### config.mk
export PLATFORM = sky130hd
export DESIGN_NAME = ls_lane_unit
export DESIGN_NICKNAME = d
export VERILOG_FILES = /design/src/rtl/ls_lane_pkg.sv /design/src/rtl/ls_lane_ctrl.sv /design/src/rtl/ls_lane_datapath.sv /design/src/rtl/ls_lane_unit.sv
export SDC_FILE = /design/constraint.sdc
export NUM_CORES = 1
export LEC_CHECK = 0
export ABC_AREA = 0
export ABC_CLOCK_PERIOD_IN_PS = 1900
export BUFFER_PORTS_ARGS = -buffer_cell sky130_fd_sc_hd__buf_4
export CORE_ASPECT_RATIO = 1.75
export CORE_MARGIN = 2
export CORE_UTILIZATION = 37
export DETAILED_ROUTE_END_ITERATION = 12
export PLACE_DENSITY = 0.88
export REMOVE_ABC_BUFFERS = 1
export SETUP_SLACK_MARGIN = 0.3
export SKIP_LAST_GASP = 1
export SLEW_MARGIN = 20
export SYNTH_ARGS = -nofsm -noshare
export SYNTH_HDL_FRONTEND = slang
export SYNTH_SLANG_ARGS = --single-unit
### constraint.sdc
create_clock -name clk -period 1.9 [get_ports clk]
set_input_delay 0.095 -clock clk [delete_from_list [all_inputs] [get_ports clk]]
set_output_delay 0.095 -clock clk [all_outputs]
set_load 0.05 [all_outputs]
### src/rtl/ls_lane_pkg.sv
package ls_lane_pkg;
  localparam logic [5:0] OPC_LOAD_BYTE  = 6'd32;
  localparam logic [5:0] OPC_LOAD_WORD  = 6'd35;
  localparam logic [5:0] OPC_STORE_BYTE = 6'd40;
  localparam logic [5:0] OPC_STORE_WORD = 6'd43;

  // strobes from control to datapath
  typedef struct packed {
    logic rdEn;
    logic wrEn;
    logic wordSize;
    logic addrErr;
  } lsStrobe_t;
endpackage

### src/rtl/ls_lane_ctrl.sv
module ls_lane_ctrl
  import ls_lane_pkg::*;
#(
  parameter int LANE_BITS = 2
) (
  input  logic                 reqValid,
  input  logic [5:0]           opcode,
  input  logic [LANE_BITS-1:0] addrLow,
  output lsStrobe_t            strobe
);
  logic isLoad, isStore, isWord, known, aligned, refuse;

  always_comb begin
    isLoad  = 1'b0;
    isStore = 1'b0;
    isWord  = 1'b0;
    known   = 1'b1;
    case (opcode)
      OPC_LOAD_WORD:  begin isLoad  = 1'b1; isWord = 1'b1; end
      OPC_STORE_WORD: begin isStore = 1'b1; isWord = 1'b1; end
      OPC_LOAD_BYTE:  isLoad  = 1'b1;
      OPC_STORE_BYTE: isStore = 1'b1;
      default:        known   = 1'b0;
    endcase
  end

  assign aligned = (addrLow == '0);
  assign refuse  = reqValid && known && isWord && !aligned;

  always_comb begin
    strobe          = '0;
    strobe.addrErr  = refuse;
    strobe.wordSize = isWord;
    strobe.rdEn     = reqValid && known && isLoad  && !refuse;
    strobe.wrEn     = reqValid && known && isStore && !refuse;
  end
endmodule

### src/rtl/ls_lane_datapath.sv
module ls_lane_datapath
  import ls_lane_pkg::*;
#(
  parameter int DATA_W = 32,
  parameter int OFF_W  = 16
) (
  input  logic                          clk,
  input  logic                          rstN,
  input  logic [DATA_W-1:0]             baseReg,
  input  logic [OFF_W-1:0]              offset,
  input  logic [DATA_W-1:0]             storeData,
  input  lsStrobe_t                     strobe,
  input  logic [DATA_W-1:0]             memRdata,
  output logic [$clog2(DATA_W/8)-1:0]   effLow,
  output logic [DATA_W-$clog2(DATA_W/8)-1:0] memWordAddr,
  output logic [DATA_W/8-1:0]           memByteEn,
  output logic [DATA_W-1:0]             memWdata,
  output logic                          loadValid,
  output logic [DATA_W-1:0]             loadData
);
  localparam int LANES     = DATA_W / 8;
  localparam int LANE_BITS = $clog2(LANES);

  logic [DATA_W-1:0]    effAddr;
  logic [DATA_W-1:0]    offsetExt;
  logic                 pendValid;
  logic                 pendWord;
  logic [LANE_BITS-1:0] pendLow;
  logic [7:0]           pickedByte;

  assign offsetExt   = {{(DATA_W-OFF_W){offset[OFF_W-1]}}, offset};
  assign effAddr     = baseReg + offsetExt;
  assign effLow      = effAddr[LANE_BITS-1:0];
  assign memWordAddr = effAddr[DATA_W-1:LANE_BITS];

  // big-endian lane steering: byte offset k lives in lane LANES-1-k
  for (genvar g = 0; g < LANES; g++) begin : g_lane
    logic laneHit;
    assign laneHit = (effLow == LANE_BITS'(LANES - 1 - g));
    assign memByteEn[g] = strobe.wrEn && (strobe.wordSize || laneHit);
    assign memWdata[8*g +: 8] = strobe.wordSize ? storeData[8*g +: 8] : storeData[7:0];
  end

  always_ff @(posedge clk or negedge rstN) begin
    if (!rstN) begin
      pendValid <= 1'b0;
      pendWord  <= 1'b0;
      pendLow   <= '0;
    end else begin
      pendValid <= strobe.rdEn;
      pendWord  <= strobe.wordSize;
      pendLow   <= effLow;
    end
  end

  always_comb begin
    pickedByte = '0;
    for (int k = 0; k < LANES; k++) begin
      if (pendLow == LANE_BITS'(k)) pickedByte = memRdata[8*(LANES-1-k) +: 8];
    end
  end

  assign loadValid = pendValid;
  assign loadData  = pendWord ? memRdata
                              : {{(DATA_W-8){pickedByte[7]}}, pickedByte};
endmodule

### src/rtl/ls_lane_unit.sv
module ls_lane_unit
  import ls_lane_pkg::*;
(
  input  logic        clk,
  input  logic        rstN,
  input  logic        reqValid,
  input  logic [5:0]  opcode,
  input  logic [31:0] baseReg,
  input  logic [15:0] offset,
  input  logic [31:0] storeData,
  output logic [29:0] memWordAddr,
  output logic [3:0]  memByteEn,
  output logic        memWrite,
  output logic        memRead,
  output logic [31:0] memWdata,
  input  logic [31:0] memRdata,
  output logic        loadValid,
  output logic [31:0] loadData,
  output logic        misaligned
);
  localparam int DATA_W    = 32;
  localparam int OFF_W     = 16;
  localparam int LANE_BITS = $clog2(DATA_W / 8);

  lsStrobe_t            strobe;
  logic [LANE_BITS-1:0] effLow;

  ls_lane_ctrl #(.LANE_BITS(LANE_BITS)) u_ctrl (
    .reqValid (reqValid),
    .opcode   (opcode),
    .addrLow  (effLow),
    .strobe   (strobe)
  );

  ls_lane_datapath #(.DATA_W(DATA_W), .OFF_W(OFF_W)) u_dp (
    .clk         (clk),
    .rstN        (rstN),
    .baseReg     (baseReg),
    .offset      (offset),
    .storeData   (storeData),
    .strobe      (strobe),
    .memRdata    (memRdata),
    .effLow      (effLow),
    .memWordAddr (memWordAddr),
    .memByteEn   (memByteEn),
    .memWdata    (memWdata),
    .loadValid   (loadValid),
    .loadData    (loadData)
  );

  assign memRead    = strobe.rdEn;
  assign memWrite   = strobe.wrEn;
  assign misaligned = strobe.addrErr;
endmodule

==> flow_metrics.tcl <==
set metrics [dict create \
    status "finished with violations" \
    failed_checks "setup timing" \
    hold_depth 2 \
    p_per_area_nw_per_um2 685.4 \
    dr.pass1.iters 5 \
    syn2layout_area_growth_pct 136.2 \
    synth.area.top_cells "nand2_1 21%, ha_1 14%, xnor2_1 6.4%" \
    hold_class "primary input to flop" \
    slowest_stage "o41ai_4" \
    placed_cells 816 \
    grt_pass1_wl_um 24680 \
    synth_edf_count 0 \
    cpPeakStageDelay_ps 380 \
    grt_max_degree 33 \
    startpoint_type "primary input" \
    min-delay-start "baseReg[0]" \
    globalRouteOverflowTotal 0 \
    synth_area_per_cell_um2 6.222 \
    p_clk_share_pct 7.8 \
    fin_setup_tns_ps -10440 \
    fmax_mhz 393.9 \
    grt_util_all_layers_pct 37.21 \
    crit_fanout 3 \
    vias 5213 \
    worst_pin_slew_ps 498.7 \
    io_pins 223 \
    p_seq_share_pct 2.4 \
    drt-initial-drc-count 381 \
    path_clk_slew_ps 40 \
    hold_violations 0 \
    rows 41 \
    layout_commonest_cell "buf_4" \
    min_period_ps 2539 \
    place_congestion 0.9937 \
    ant_nets 0 \
    cp_cell_sequence "buf_8 -> ha_4 -> inv_2 -> fa_2 -> nor2b_4 -> o2111ai_2 -> a21oi_2 -> o41ai_4 -> a21oi_2 -> buf_4 -> a311oi_2 -> xnor2_1 -> buf_4" \
    arrival_ps 2440 \
    ys.flop_type "dfrtp_1" \
    crit_required_ps 1800 \
    p_sw_share_pct 55.46 \
    pwr-share-comb_pct 89.8 \
    worst_slew_margin_rel_pct 66.33 \
    cts-htree-levels 1 \
    tritoncts "done" \
    wl_um 19590 \
    yosys_warnings 0 \
    layout.nets 916 \
    dp_hpwl_um 11320 \
    syn_inst 440 \
    vdd_drop_max_mv 0.5742 \
    die_w_um 69.03 \
    ys_ff_latch 4 \
    maxCapViolCount 0 \
    drc 0 \
    synth-async-reset-ratio_pct 100.0 \
    synth_seq_area_share_pct 3.656 \
    layout-drive-gt1-share_pct 59.66 \
    fp.dieArea_um2 8130 \
    finalSetupViolCount 40 \
    cts_buffers 3 \
    holdPathEnd "u_dp.pendLow[0]" \
    intPower_mw 1.974 \
    finalCritPeriodShare_pct 133.6 \
    n_antenna_cell 0 \
    critPathKind "primary input to primary output" \
    wl_per_cell_um 23.12 \
    synth_area_um2 2738 \
    synth.distinct_cells 57 \
    post-route-util_pct 90.03 \
    startpoint "offset[0]" \
    whs_ps 152.8 \
    rsz0062_at_grt "yes" \
    timing.final.ws_setup_ps -638.9 \
    grt_pass1_vias 4946 \
    layout_common_cells "276 x buf_4, 125 x nand2_1, 34 x buf_6, 29 x buf_8, 25 x nand2_4" \
    cts_root_buffer "clkbuf_16" \
    slew_violations 0 \
    p_leak_nw 3.238 \
    stdcell_count 847 \
    core-area_um2 7182 \
    clock_path_buffers 2 \
    synth_top_area_cell "nand2_1" \
    cts_sinks 4 \
    antenna_found_initial 0 \
    via_per_inst 6.155 \
    endpoint_kind "primary output" \
    start_util_pct 38.12 \
    yosysTopAreaCellShare_pct 20.70 \
    power_switching_mw 2.458 \
    die_h_um 117.8 \
    portBuffers 222 \
]
cells in the mapped netlist, drive strengths merged, types with 3 or more instances:
library cell and instances:
nand4 6, o211ai 9, clkbuf 17, xor2 9
nor3b 3, a21oi 39, o21ai 15, o21a 3
o21bai 3, mux2i 8, and3 7, nor2 26
nand2 151, nor3 7, dfrtp 4, a21o 13
nand3 5, inv 12, a22o 7, ha 31
xnor2 20, buf 11
power groups by stage:
stage	sequential (mW)	clock, mW	combinational, mW
2_1_floorplan	0.111	0	1.83
3_3_place_gp	0.105	0	3.00
3_5_place_dp	0.105	0	3.04
4_1_cts	0.105	0.333	3.43
5_1_grt	0.107	0.353	4.08
6_report	0.107	0.344	3.98
metrics by stage:
step	power (mW)	setup slack (ps)	cell area (um2)
after floorplan	1.940	-1174	2597
after global placement	3.103	-607.4	5117
after detailed placement	3.147	-660.7	5117
after CTS	3.869	-483.6	5906
after global routing	4.544	-694.7	6466
final	4.432	-638.9	6466
repair_timing:
| action | CTS | global route |
|---|---|---|
| hold buffers | 1 | 0 |
| setup endpoints to repair | 66 | 69 |
| hold endpoints to repair | 4 | 0 |
| setup buffers | 15 | 9 |
| gates cloned | 2 | 1 |
| gates resized for setup | 121 | 111 |
| pin swaps | 50 | 35 |
worst max path at each step:
stage	slack [ps]	end
final	-640	memWordAddr[24]
after global routing	-690	memWordAddr[24]
after CTS	-480	memWordAddr[24]
after detailed placement	-660	memWordAddr[26]
after global placement	-610	memWordAddr[26]
after floorplan	-1170	memWordAddr[26]
sequential cells by signal, indices dropped and copies added (netlist names):
signal          flops
u_dp.loadValid      1
u_dp.pendLow        2
u_dp.pendWord       1
cell type report:
type | count | area [um2]
Multi-Input combinational cell | 396 | 3097
Timing Repair Buffer | 346 | 3040
Fill cell | 331 | 715.7
Tap cell | 86 | 107.6
Sequential cell | 4 | 101.3
Clock buffer | 3 | 75.07
Inverter | 12 | 45.04
per-layer routing:
layer | vias up | track usage (%) | part of all wire, %
li1 | 2179 | - | -
met1 | 2343 | 35.34 | 30
met3 | 199 | 8.048 | 10
met4 | 0 | 19.98 | 11
met2 | 492 | 71.69 | 49
met5 | - | 0 | 0
logic make-up after synthesis:
family / Yosys count / share of synthesized area (%)
AND/OR/NAND/NOR: 217 / 33.77
AO/OA/AOI/OAI: 109 / 27.88
buffers and inverters: 40 / 6.764
adder cells (fa/ha/maj): 32 / 14.90
XOR/XNOR: 29 / 9.278
multiplexers: 9 / 3.748
flip-flops: 4 / 3.656
worst max-delay path: cells and delay by family:
kind                       cells  cell delay (ps)
adders and majority gates      2              420
and+or+nand+nor                1               60
xor gates and xnor gates       1              170
buffers and inverters          4              590
AOI/OAI and AO/OA              5             1110
Power figures use the tool's default switching activity.
